**src/rtl/miner_csr_pkg.sv**
```systemverilog
package miner_csr_pkg;
   localparam int WORD_W    = 32;
   localparam int LANES     = WORD_W / 8;
   localparam int IDX_W     = 5;
   localparam int IDX_LSB   = 2;
   localparam int SOL_WORDS = 2;
   localparam int HDR_WORDS = 8;
   localparam int TGT_WORDS = 8;
   localparam int NB_WORDS  = 2;

   localparam int IDX_STATUS = SOL_WORDS;
   localparam int IDX_ID     = IDX_STATUS + 1;
   localparam int IDX_HDR    = IDX_ID + 1;
   localparam int IDX_TGT    = IDX_HDR + HDR_WORDS;
   localparam int IDX_NB     = IDX_TGT + TGT_WORDS;
   localparam int IDX_CTL    = IDX_NB + NB_WORDS;
   localparam int RW_WORDS   = IDX_CTL - IDX_HDR + 1;

   localparam logic [WORD_W-1:0] CTL_KEEP = 32'hFFFF_0007;
   localparam logic [WORD_W-1:0] ID_WORD  = 32'h5348_4133;

   // Bits of writable word w (counted from IDX_HDR) that hold state.
   function automatic logic [WORD_W-1:0] keep_mask(input int w);
      return (w == IDX_CTL - IDX_HDR) ? CTL_KEEP : '1;
   endfunction
endpackage

```
**src/rtl/csr_rw_bank.sv**
```systemverilog
module csr_rw_bank
   import miner_csr_pkg::*;
#(
   parameter int N_WORDS = RW_WORDS,
   parameter int BASE    = IDX_HDR
) (
   input  logic                        clk_i,
   input  logic                        arst_i,
   input  logic                        wr_i,
   input  logic [IDX_W-1:0]            idx_i,
   input  logic [LANES-1:0]            sel_i,
   input  logic [WORD_W-1:0]           wdat_i,
   output logic [N_WORDS*WORD_W-1:0]   q_o
);
   if (BASE + N_WORDS > (1 << IDX_W)) begin : g_range_bad
      $error("csr_rw_bank: words exceed index space");
   end

   for (genvar w = 0; w < N_WORDS; w++) begin : g_word
      localparam logic [WORD_W-1:0] KEEP = keep_mask(w);
      logic hit_w;
      assign hit_w = wr_i && (idx_i == IDX_W'(BASE + w));

      for (genvar b = 0; b < LANES; b++) begin : g_lane
         logic [7:0] byte_q;
         always_ff @(posedge clk_i or posedge arst_i) begin
            if (arst_i)
               byte_q <= '0;
            else if (hit_w && sel_i[b])
               byte_q <= wdat_i[8*b +: 8] & KEEP[8*b +: 8];
         end
         assign q_o[w*WORD_W + 8*b +: 8] = byte_q;
      end
   end
endmodule

```
**src/rtl/csr_sol_latch.sv**
```systemverilog
module csr_sol_latch
   import miner_csr_pkg::*;
(
   input  logic                          clk_i,
   input  logic                          arst_i,
   input  logic                          hit_i,
   input  logic [SOL_WORDS*WORD_W-1:0]   nonce_i,
   input  logic                          clr_i,
   output logic [SOL_WORDS*WORD_W-1:0]   sol_o,
   output logic                          flag_o
);
   always_ff @(posedge clk_i or posedge arst_i) begin
      if (arst_i) begin
         sol_o  <= '0;
         flag_o <= 1'b0;
      end else begin
         if (hit_i) begin
            sol_o  <= nonce_i;
            flag_o <= 1'b1;
         end else if (clr_i) begin
            flag_o <= 1'b0;
         end
      end
   end
endmodule

```
**src/rtl/csr_rd_mux.sv**
```systemverilog
module csr_rd_mux
   import miner_csr_pkg::*;
(
   input  logic                          mapped_i,
   input  logic [IDX_W-1:0]              idx_i,
   input  logic [SOL_WORDS*WORD_W-1:0]   sol_i,
   input  logic                          flag_i,
   input  logic                          busy_i,
   input  logic                          selftest_i,
   input  logic [RW_WORDS*WORD_W-1:0]    bank_i,
   output logic [WORD_W-1:0]             word_o
);
   logic [IDX_W-1:0] off;
   assign off = idx_i - IDX_W'(IDX_HDR);

   always_comb begin
      word_o = '0;
      if (mapped_i) begin
         if (int'(idx_i) < SOL_WORDS)
            word_o = sol_i[int'(idx_i)*WORD_W +: WORD_W];
         else if (int'(idx_i) == IDX_STATUS)
            word_o = {{(WORD_W-3){1'b0}}, selftest_i, busy_i, flag_i};
         else if (int'(idx_i) == IDX_ID)
            word_o = ID_WORD;
         else if (int'(idx_i) <= IDX_CTL)
            word_o = bank_i[int'(off)*WORD_W +: WORD_W];
      end
   end
endmodule

```
**src/rtl/miner_csr.sv**
```systemverilog
module miner_csr
   import miner_csr_pkg::*;
#(
   parameter int ADR_W        = 32,
   parameter bit IDLE_ZERO_RD = 1'b1
) (
   input  logic                          clk_i,
   input  logic                          arst_i,
   input  logic                          bus_cyc_i,
   input  logic                          bus_stb_i,
   input  logic                          bus_we_i,
   input  logic [LANES-1:0]              bus_sel_i,
   input  logic [ADR_W-1:0]              bus_adr_i,
   input  logic [WORD_W-1:0]             bus_wdat_i,
   output logic                          bus_ack_o,
   output logic [WORD_W-1:0]             bus_rdat_o,
   input  logic                          hit_i,
   input  logic [SOL_WORDS*WORD_W-1:0]   hit_nonce_i,
   input  logic                          core_busy_i,
   input  logic                          core_selftest_i,
   output logic [HDR_WORDS*WORD_W-1:0]   header_o,
   output logic [TGT_WORDS*WORD_W-1:0]   target_o,
   output logic [NB_WORDS*WORD_W-1:0]    nonce_base_o,
   output logic                          run_o,
   output logic                          test_o,
   output logic                          halt_o,
   output logic [7:0]                    pad_tail_o,
   output logic [7:0]                    pad_head_o,
   output logic                          irq_o
);
   localparam int IDX_HI = IDX_LSB + IDX_W;

   if (ADR_W <= IDX_HI) begin : g_adr_bad
      $error("miner_csr: ADR_W must exceed the index field");
   end
   if (IDX_CTL >= (1 << IDX_W)) begin : g_map_bad
      $error("miner_csr: register map exceeds index space");
   end
   if (WORD_W != 32) begin : g_word_bad
      $error("miner_csr: only 32-bit words are supported");
   end

   logic                        req, mapped, wr_en, ctl_rd, flag;
   logic [IDX_W-1:0]            idx;
   logic [WORD_W-1:0]           rd_word;
   logic [RW_WORDS*WORD_W-1:0]  bank_q;
   logic [SOL_WORDS*WORD_W-1:0] sol_q;

   assign req    = bus_cyc_i && bus_stb_i;
   assign idx    = bus_adr_i[IDX_HI-1:IDX_LSB];
   assign mapped = (bus_adr_i[IDX_LSB-1:0] == '0) && (bus_adr_i[ADR_W-1:IDX_HI] == '0);
   assign wr_en  = req && bus_we_i && mapped;
   assign ctl_rd = req && !bus_we_i && mapped && (idx == IDX_W'(IDX_CTL));

   csr_rw_bank #(.N_WORDS(RW_WORDS), .BASE(IDX_HDR)) u_bank (
      .clk_i  (clk_i),
      .arst_i (arst_i),
      .wr_i   (wr_en),
      .idx_i  (idx),
      .sel_i  (bus_sel_i),
      .wdat_i (bus_wdat_i),
      .q_o    (bank_q)
   );

   csr_sol_latch u_sol (
      .clk_i   (clk_i),
      .arst_i  (arst_i),
      .hit_i   (hit_i),
      .nonce_i (hit_nonce_i),
      .clr_i   (ctl_rd),
      .sol_o   (sol_q),
      .flag_o  (flag)
   );

   csr_rd_mux u_rd (
      .mapped_i   (mapped),
      .idx_i      (idx),
      .sol_i      (sol_q),
      .flag_i     (flag),
      .busy_i     (core_busy_i),
      .selftest_i (core_selftest_i),
      .bank_i     (bank_q),
      .word_o     (rd_word)
   );

   always_ff @(posedge clk_i or posedge arst_i) begin
      if (arst_i) bus_ack_o <= 1'b0;
      else        bus_ack_o <= req;
   end

   if (IDLE_ZERO_RD) begin : g_rd_zero
      always_ff @(posedge clk_i or posedge arst_i) begin
         if (arst_i)   bus_rdat_o <= '0;
         else if (req) bus_rdat_o <= rd_word;
         else          bus_rdat_o <= '0;
      end
   end else begin : g_rd_hold
      always_ff @(posedge clk_i or posedge arst_i) begin
         if (arst_i)   bus_rdat_o <= '0;
         else if (req) bus_rdat_o <= rd_word;
      end
   end

   assign header_o     = bank_q[(IDX_HDR - IDX_HDR)*WORD_W +: HDR_WORDS*WORD_W];
   assign target_o     = bank_q[(IDX_TGT - IDX_HDR)*WORD_W +: TGT_WORDS*WORD_W];
   assign nonce_base_o = bank_q[(IDX_NB  - IDX_HDR)*WORD_W +: NB_WORDS*WORD_W];
   assign run_o        = bank_q[(IDX_CTL - IDX_HDR)*WORD_W + 0];
   assign test_o       = bank_q[(IDX_CTL - IDX_HDR)*WORD_W + 1];
   assign halt_o       = bank_q[(IDX_CTL - IDX_HDR)*WORD_W + 2];
   assign pad_tail_o   = bank_q[(IDX_CTL - IDX_HDR)*WORD_W + 16 +: 8];
   assign pad_head_o   = bank_q[(IDX_CTL - IDX_HDR)*WORD_W + 24 +: 8];
   assign irq_o        = flag;
endmodule

```
**config.mk**
```make
export PLATFORM = sky130hd
export DESIGN_NAME = miner_csr
export DESIGN_NICKNAME = d
export VERILOG_FILES = /design/src/rtl/miner_csr_pkg.sv /design/src/rtl/csr_rw_bank.sv /design/src/rtl/csr_sol_latch.sv /design/src/rtl/csr_rd_mux.sv /design/src/rtl/miner_csr.sv
export SDC_FILE = /design/constraint.sdc
export NUM_CORES = 1
export LEC_CHECK = 0
export BUFFER_PORTS_ARGS = -buffer_cell sky130_fd_sc_hd__buf_2
export CORE_AREA = 2 2 303 305
export CTS_BUF_LIST = sky130_fd_sc_hd__clkbuf_2 sky130_fd_sc_hd__clkbuf_4 sky130_fd_sc_hd__clkbuf_8
export DETAILED_ROUTE_END_ITERATION = 12
export DIE_AREA = 0 0 305 307
export PLACE_DENSITY = 0.65
export SLEW_MARGIN = 10
export SYNTH_ARGS = -nofsm -noshare
export SYNTH_HDL_FRONTEND = slang
export SYNTH_SLANG_ARGS = --single-unit
```
**constraint.sdc**
```tcl
create_clock -name clk_i -period 31.7 [get_ports clk_i]
set_clock_uncertainty 0.15 [all_clocks]
set_input_delay 7.925 -clock clk_i [delete_from_list [all_inputs] [get_ports clk_i]]
set_output_delay 7.925 -clock clk_i [all_outputs]
set_load 0.02 [all_outputs]
```
* Word-level counts from Yosys, hierarchy flattened *
Cells that the tools add are included.

word-level totals
  flip-flop bits (word level) = 693
  logic and storage cells = 218
  input bits = 140

operators by class
  eq/ne operators = 21
  magnitude comparators = 2
  add/subtract/negate cells = 1
  reduce and logical (&&, ||, !) cells = 105
  shift operators = 2
  muxes and demuxes = 8

operators with widths
  operator             count
  $shiftx 608x11->32   1
  $mux 32              6
  $logic_and 1x1->1    101
  $shiftx 64x11->32    1
  $eq 5x4->1 const B   8
  $eq 5x5->1 const B   7
  $eq 5x3->1 const B   6
  $logic_not 25->1     1
  $le 5x5->1 const B   1
  $lt 5x2->1 const B   1
  $sub 5x3->5 const B  1
  $logic_not 2->1      1
  $mux 1               2
  $reduce_bool 2->1    1
  $logic_not 1->1      1

* Longest topological paths before layout *
Gate-level depths: netlist of the first run.

  depth after elaboration = 8
  gate-level depth with buffers = 12
  mapped depth without buffers = 7

* By module *
From an unflattened synthesis of the first run, not the netlist that was laid out.

second synthesis, totals
  cell total of the unflattened synthesis = 2,124
  area total of the unflattened synthesis = 32,775.2 um2

by module, submodules not included
  module         area each (um2)  instances  cells an instance  sequential area each (um2)
  csr_rw_bank    23,383.7         1          1,372              14,889.3
  csr_rd_mux     5,602.9          1          524                0.0
  csr_sol_latch  2,618.8          1          139                1,626.6
  miner_csr      1,169.9          1          89                 825.8

* Worst setup path after synthesis of the first run *
OpenSTA, ideal clock, no wires.

  path type = input to register
  start = in bus_adr_i[4]
  end = reg bus_rdat_o[4]
  stages = 12
  arrival = 10.244 ns
  slack = 21.210 ns
  data required time = 31.454 ns
  cell sequence = buf_2 -> clkbuf_1 -> inv_1 -> ha_1 -> clkbuf_1 -> nor2b_1 -> buf_1 -> clkbuf_1 -> a22oi_1 -> a21oi_1 -> nor3_1 -> a211oi_1

on the way
  longest elaborated chain between the ends = 8

ends and longest elaborated chain
  item                  RTL line          text
  start, declared       miner_csr.sv:13   input logic [ADR_W-1:0] bus_adr_i,
  $sub 5x3->5           csr_rd_mux.sv:14  assign off = idx_i - IDX_W'(IDX_HDR);
  $shiftx 608x11->32    csr_rd_mux.sv:26  word_o = bank_i[int'(off)*WORD_W +: WORD_W];
  $mux 32               csr_rd_mux.sv:25  else if (int'(idx_i) <= IDX_CTL)
  $mux 32               csr_rd_mux.sv:23  else if (int'(idx_i) == IDX_ID)
  $mux 32               csr_rd_mux.sv:21  else if (int'(idx_i) == IDX_STATUS)
  $mux 32 (*)           csr_rd_mux.sv:19  if (int'(idx_i) < SOL_WORDS)
  $mux 32 (*)           csr_rd_mux.sv:18  if (mapped_i) begin
  $mux 32 (*)           miner_csr.sv:94   else if (req) bus_rdat_o <= rd_word;
  end signal, assigned  miner_csr.sv:94
  end, declared         miner_csr.sv:16   output logic [WORD_W-1:0] bus_rdat_o,

Mark *: on every way between the ends. The rest lies on a longest branch, timed or not.
A chain may end at the register's enable or synchronous reset.

==> out/results.ini, run 1 <==
[status]
status=finished, final reports clean

[synthesis]
syn_area_sq_um=32000
average_size_of_a_mapped_cell_sq_um=15.4
netlist_instances=2076
synth_top_area_share_pct=54.3
synth_top_cell_by_area=dfrtp_1
synth_async_sr_flop_share_pct=100
most_used_flip_flop_cell_after_synthesis=dfrtp_1
synth_sequential_area_ratio_pct=54.3
ys_types=50
synthTopCellsByArea=dfrtp_1 54%, mux2_2 23%, mux4_2 9.0%
syn_nets=2221
synthesis.yosys.warnings=0
ys_seq_elements=693
synth_enable_flop_cells=0

[route]
detail_route.wirelength_um=127000
num_vias=22900
routed.top_layer=met5
wl_met3_um=9880
route.layer.met1.wl_um=51600
initialDrtViolationCount=1712
post_drt_wl_per_cell_um=30.7
wl_met2_um=60400
drt.antenna.violating_nets=0
drt_pre_antenna_iters=5
remaining_drc_errors=0
post_drt_via_cell_ratio=5.55

[cells_and_area]
post_route_cells_drive_above_1_share_pct=64.0
area.growth.synth_to_final_pct=23.9
final_nets=2988
fillCellCount=8477
finish.utilization_pct=43.7

[timing]
fin_crit_sh_pct=36.4
final_max_slew_viol_count=0
timing_hold_violations_final=0
hold-worst-slack_ns=0.353
finalCriticalPeriod_ns=11.55
finalWorstSetupSlack_ns=20.15
setup_tns_ns=0
max_freq_ghz=0.0866
tightestPinTransition_ns=1.20
setup_viol=0
grt_setup_unrepaired=false
timing.slew.headroom_pct=17.8

[placement]
dpl.hpwl_um=87600
worst_setup_slack_after_placement_ns=19.14
placement.io_buffers=768
gp_congestion=0.824

[setup_path]
timing.critical_path.buf_inv=6
r2r_cells=5
reg2reg_to=bus_rdat_o[2]$_DFF_PP0_
critical-path-top-cell-by-count=buf_4
worst_path_max_stage_delay_ns=0.90
worst_path_max_delay_cell=buf_4
crit_path_max_fanout=98
regToRegSetupSlack_ns=29.65
cp-start-kind=input pin
worstPathCellList=buf_2 -> inv_8 -> buf_4 -> buf_4 -> buf_4 -> buf_4
setup.worst_path.end_class=asynchronous set/reset pin
crit_family=buffers and inverters
critPathRequiredTime_ns=32.29
critical_path_arrival_ns=12.14
setup.worst_path.class=input pin to asynchronous set/reset pin
r2r-start=u_bank.g_word[9].g_lane[0].byte_q[2]$_DFFE_PP0P_

[worst_hold_path]
worstHoldEndpoint=u_sol.sol_o[34]$_DFFE_PP0P_
cells_on_worst_hold_path=1
min_from=u_sol.sol_o[34]$_DFFE_PP0P_
holdCritPathClass=flip-flop to flip-flop

[clock_network]
cts.root.buffer_cell=clkbuf_8
cts.path.max_buffers=3
tritoncts_num_sinks=693
cts_setup_buffers=0
num_cts_buffers=119
clk-insertion-delay-late_ns=0.78
clkTransAtPathRegs_ns=0.06
htree_num_levels=3
post_cts_resize_count=0
tritoncts_clock_tree=yes
hold_bufs_inserted_after_cts=0

[global_route]
remaining_global_route_overflow=0
grtUsageTotal_pct=26.5
first_global_vias=23200
number_of_antenna_violations_at_the_first_check_in_global_routing=15
first_pass_grt_wire_length_um=177000
grt_max_degree=187

[floorplanning]
start_util_pct=35.2
i_o_pin_count=769
die_area_sq_um=93600
core-area_sq_um=90700
num_rows=111
die_width_um=305
die_h_um=307

[power]
p_leak_nw=21.3
power_density_normalized_to_cell_area_nw_per_um2=48.4
design_power_total_w=0.00192
worst_ir_drop_vdd_mv=0.0311

[flow_run]
drv.max_cap_violation_count=0

power breakdown:
group / total [W] / leakage, nW / internal, W / switching (W)
Combinational: 0.000113 / 10.3 / 0.0000297 / 0.0000835
Clock: 0.000906 / 1.40 / 0.000518 / 0.000388
Sequential: 0.000898 / 9.53 / 0.000893 / 0.00000443
Yosys cell counts, drive strengths merged (5+ instances only):
cell type  instances
a21oi             15
a221oi             9
a22o              14
a22oi             40
and2               6
buf               65
clkbuf            85
dfrtp            693
ha                 5
mux2             663
mux2i             64
mux4             128
nand2             64
nand3             39
nand4             13
nor2               9
nor2b              5
nor3              75
nor4               7
o211ai            12
o21ai             25
o221ai             9
metal layers:
metal  track usage [%]  vias to the layer above
li1                  -                     9387
met1              34.4                    12200
met2              42.5                     1047
met3              7.25                      225
met4              9.41                       10
met5                 0                        -
sequential cells by signal, summed over array words and instances, names as in the netlist:
| signal | cells |
|---|---|
| bus_ack_o | 1 |
| u_sol.sol_o | 64 |
| bus_rdat_o | 32 |
| u_bank.g_word.g_lane.byte_q | 595 |
| u_sol.flag_o | 1 |
placed cells by master (no fill, tap or decap), types with 7 or more instances in the layout:
cell type | Yosys | routed
buf_2 | 25 | 765
a22o_1 | 14 | 14
o21ai_0 | 25 | 25
mux2i_1 | 64 | 64
clkinvlp_4 | 0 | 7
mux4_2 | 128 | 128
o221ai_1 | 9 | 9
a22oi_1 | 40 | 40
clkbuf_8 | 0 | 151
a21oi_1 | 14 | 14
nand4_1 | 13 | 13
nand3_1 | 39 | 39
a221oi_1 | 9 | 9
clkbuf_4 | 1 | 38
nor3_1 | 9 | 9
o211ai_1 | 12 | 12
clkinv_2 | 0 | 11
nand2_1 | 64 | 64
buf_4 | 7 | 27
dfrtp_1 | 693 | 693
nor2_1 | 9 | 7
mux2_2 | 663 | 663
nor3_4 | 66 | 66
area by class of cell:
cell class	count	area [sq um]	area share [%]
timing repair buffer	796	4100	10.4
multi-input combinational	1229	14000	35.3
sequential	693	17300	43.8
tap	1186	1480	3.75
clock inverter	27	317	0.799
antenna	6	15.0	0.0379
inverter	4	22.5	0.0569
clock buffer	188	2350	5.93
kinds of logic (layout without fill, tap and decap cells):
group | count (synthesis) | after routing | share of synthesized area [%]
AOI/OAI and AO/OA | 140 | 140 | 3.14
DFF | 693 | 693 | 54.3
xor gates and xnor gates | 2 | 2 | 0.0548
buffers and inverters | 154 | 1015 | 2.17
adders and majority gates | 5 | 5 | 0.196
and+or+nand+nor | 227 | 227 | 5.79
muxes | 855 | 855 | 34.4
other | 0 | 6 | 0
stage by stage:
step / cells / cell area [sq um]
after floorplan: 2076 / 32000
after global placement: 3908 / 36900
after detailed placement: 3908 / 36900
after CTS: 4123 / 39600
after global routing: 4128 / 39600
final: 4129 / 39600
worst max path at each step:
stage	endpoint	start	slack (ns)	cells after the start
2_1_floorplan	bus_ack_o$_DFF_PP0_	arst_i	4.19	1
3_3_place_gp	u_bank.g_word[3].g_lane[0].byte_q[5]$_DFFE_PP0P_	arst_i	19.14	6
3_5_place_dp	u_bank.g_word[1].g_lane[0].byte_q[3]$_DFFE_PP0P_	arst_i	19.14	6
5_1_grt	u_bank.g_word[13].g_lane[0].byte_q[0]$_DFFE_PP0P_	arst_i	19.53	6
4_1_cts	u_bank.g_word[3].g_lane[0].byte_q[3]$_DFFE_PP0P_	arst_i	20.02	6
6_report	u_bank.g_word[13].g_lane[0].byte_q[0]$_DFFE_PP0P_	arst_i	20.15	6
No activity file was read; power rests on OpenSTA's default activity.
==> run 2: changes to the inputs <==
clock period = 11.9 ns   (was 31.7 ns; I/O delays follow)
==> run 2 against run 1 <==
Register-to-register slack got worse by 20 ns. Wire length shrank 0.74%. Clock power grew to 2.6 times the previous value. Via count is 0.46% higher. Total power rose to 2.6 times the previous value. Combinational power grew to 2.6 times the previous value. Critical path type is now input pin to flip-flop. Core utilization down 0.074 points. Largest power group is now sequential cells.
==> out/results.ini, run 2 (synthesis gave the netlist of run 1 again) <==
[status]
status=finished, final reports clean

[setup_path]
crit_path_max_fanout=31  ; -68%
setup.worst_path.end_class=flip-flop
critPathRequiredTime_ns=12.39  ; -19.90 ns
worstPathCellList=buf_2 -> inv_1 -> ha_1 -> buf_4 -> and2_2 -> and2_1 -> nand3b_1 -> o221ai_1
cp-startpoint=bus_adr_i[4]
r2r_cells=5  ; unchanged
regToRegSetupSlack_ns=9.65  ; -20.00 ns
setup.worst_path.class=input pin to flip-flop
cp-start-kind=input pin
crit_family=simple AND/OR/NAND/NOR gates
worst_path_max_stage_delay_ns=1.08  ; +0.18 ns
worst-path-stages=8  ; +2
worst_path_max_delay_cell=and2_2
critical_path_arrival_ns=6.97  ; -5.17 ns
r2r-start=u_bank.g_word[11].g_lane[0].byte_q[2]$_DFFE_PP0P_
timing.critical_path.buf_inv=3  ; -3
critPathCapture=bus_rdat_o[10]$_DFF_PP0_
reg2reg_to=bus_rdat_o[2]$_DFF_PP0_

[placement]
gp_congestion=0.846  ; +2.6%
placement.io_buffers=768  ; unchanged
placed_area_sq_um=36900  ; about the same
dpl.hpwl_um=87400  ; -0.21%

[floorplanning]
die_h_um=307  ; unchanged
core-area_sq_um=90700  ; unchanged
num_rows=111  ; unchanged
die_width_um=305  ; unchanged
die_area_sq_um=93600  ; unchanged
i_o_pin_count=769  ; unchanged
start_util_pct=35.2  ; unchanged

[clock_network]
cts.root.buffer_cell=clkbuf_8
post_cts_resize_count=0  ; unchanged
cts.path.max_buffers=3  ; unchanged
clk-insertion-delay-late_ns=0.79  ; about the same
htree_num_levels=3  ; unchanged
tritoncts_clock_tree=yes
cts_setup_buffers=0  ; unchanged
hold_bufs_inserted_after_cts=0  ; unchanged
clkTransAtPathRegs_ns=0.06  ; about the same
tritoncts_num_sinks=693  ; unchanged
num_cts_buffers=119  ; unchanged

[cells_and_area]
fillCellCount=8424  ; -0.63%
post_route_cells_drive_above_1_share_pct=63.9  ; about the same
biggestRegsByFlops=u_bank.g_word.g_lane.byte_q x595, u_sol.sol_o x64, bus_rdat_o x32
finalInstanceArea_sq_um=39500  ; -0.17%
mostFrequentLayoutCell=buf_2
top_register=u_bank.g_word.g_lane.byte_q
area.growth.synth_to_final_pct=23.7
final_nets=2986  ; -0.067%
multi_input_area_sq_um=14000  ; about the same
final_cell_mix=765 x buf_2, 693 x dfrtp_1, 663 x mux2_2
largest_reg_flops=595  ; unchanged
final-seq-area_sq_um=17300  ; unchanged

[power]
p_leak_nw=21.2  ; -0.13%
worst_ir_drop_vdd_mv=0.0903  ; +190%
power_density_normalized_to_cell_area_nw_per_um2=128  ; +160%

[timing]
max_freq_ghz=0.154
timing.slew.headroom_pct=11.1  ; -6.8 points
setup_tns_ns=0  ; unchanged
fin_crit_sh_pct=54.4
grt_setup_unrepaired=false
setup_viol=0  ; unchanged
timing_hold_violations_final=0  ; unchanged
final_max_slew_viol_count=0  ; unchanged
tightestPinTransition_ns=1.33  ; +0.136 ns
finalCriticalPeriod_ns=6.48

[worst_hold_path]
holdCritPathClass=flip-flop to flip-flop
min_from=u_sol.sol_o[23]$_DFFE_PP0P_

[route]
remaining_drc_errors=0  ; unchanged
drt.antenna.violating_nets=0  ; unchanged
post_drt_wl_per_cell_um=30.5  ; -0.67%
drt_pre_antenna_iters=5  ; unchanged
initialDrtViolationCount=1779  ; +3.9%
num_vias=23000  ; +0.46%
detail_route.wirelength_um=126000  ; -0.74%
post_drt_via_cell_ratio=5.58  ; +0.53%

[flow_run]
drv.max_cap_violation_count=0  ; unchanged

[global_route]
grt_use_met3_pct=7.81  ; +0.56 points
grt.met2_usage_pct=41.1  ; -1.4 points
remaining_global_route_overflow=0  ; unchanged
global_route.usage.met1_pct=33.8  ; -0.58 points
first_global_vias=23200  ; -0.29%
first_pass_grt_wire_length_um=176000  ; -0.71%
number_of_antenna_violations_at_the_first_check_in_global_routing=15  ; unchanged
grt_max_degree=177  ; -5.3%
globalRoute.busiestLayer=met2
grtUsageTotal_pct=26.2  ; -0.26 points

## run 2: worst reg2reg max path: cells and delay by family (launching register included)
| kind | cells | cell delay [ns] |
|---|---|---|
| flip-flops | 1 | 0.41 |
| multiplexers | 2 | 0.76 |
| AO/OA/AOI/OAI | 3 | 0.75 |
## run 2: power breakdown
part | leakage, nW | total, W | internal (W) | switching, W
sequential | 9.53 | 0.00239 | 0.00238 | 0.0000142
combinational | 10.3 | 0.000298 | 0.0000789 | 0.000219
clock | 1.38 | 0.00236 | 0.00133 | 0.00103
## run 2: how the worst min path moves through the flow
| stage | endpoint | slack [ns] | cells after the start |
|---|---|---|---|
| after global routing | u_sol.sol_o[23]$_DFFE_PP0P_ | 0.37 | 1 |
| after floorplan | u_sol.sol_o[32]$_DFFE_PP0P_ | 0.32 | 1 |
| final | u_sol.sol_o[23]$_DFFE_PP0P_ | 0.35 | 1 |
| after CTS | u_sol.sol_o[34]$_DFFE_PP0P_ | 0.36 | 1 |
| after global placement | u_sol.sol_o[32]$_DFFE_PP0P_ | 0.34 | 1 |
| after detailed placement | u_sol.sol_o[32]$_DFFE_PP0P_ | 0.34 | 1 |
## run 2: final cells by class
class,count,share of cell area (%)
sequential,693,43.9
multi-input combinational,1229,35.3
clock buffer,194,6.09
timing repair buffer,794,10.4
inverter,4,0.0475
clock inverter,19,0.475
antenna,7,0.0443
tap,1186,3.75
## run 2: layer usage
layer	vias up	wire [um]
met5	-	72
met4	12	4920
met3	238	11200
met2	1136	59000
met1	12200	50500
li1	9406	-
## run 2: per-stage QoR
step | setup slack (ns) | std cells | total power, W | hold WS, ns | util [%]
global route | 5.41 | 4123 | 0.00522 | 0.367 | 43.6
finish | 5.42 | 4126 | 0.00505 | 0.353 | 43.6
floorplan | -0.709 | 2076 | 0.00261 | 0.321 | -
global placement | 4.75 | 3906 | 0.00273 | 0.337 | 40.7
CTS | 5.61 | 4119 | 0.00510 | 0.359 | 43.6
detailed placement | 4.73 | 3906 | 0.00273 | 0.341 | 40.7
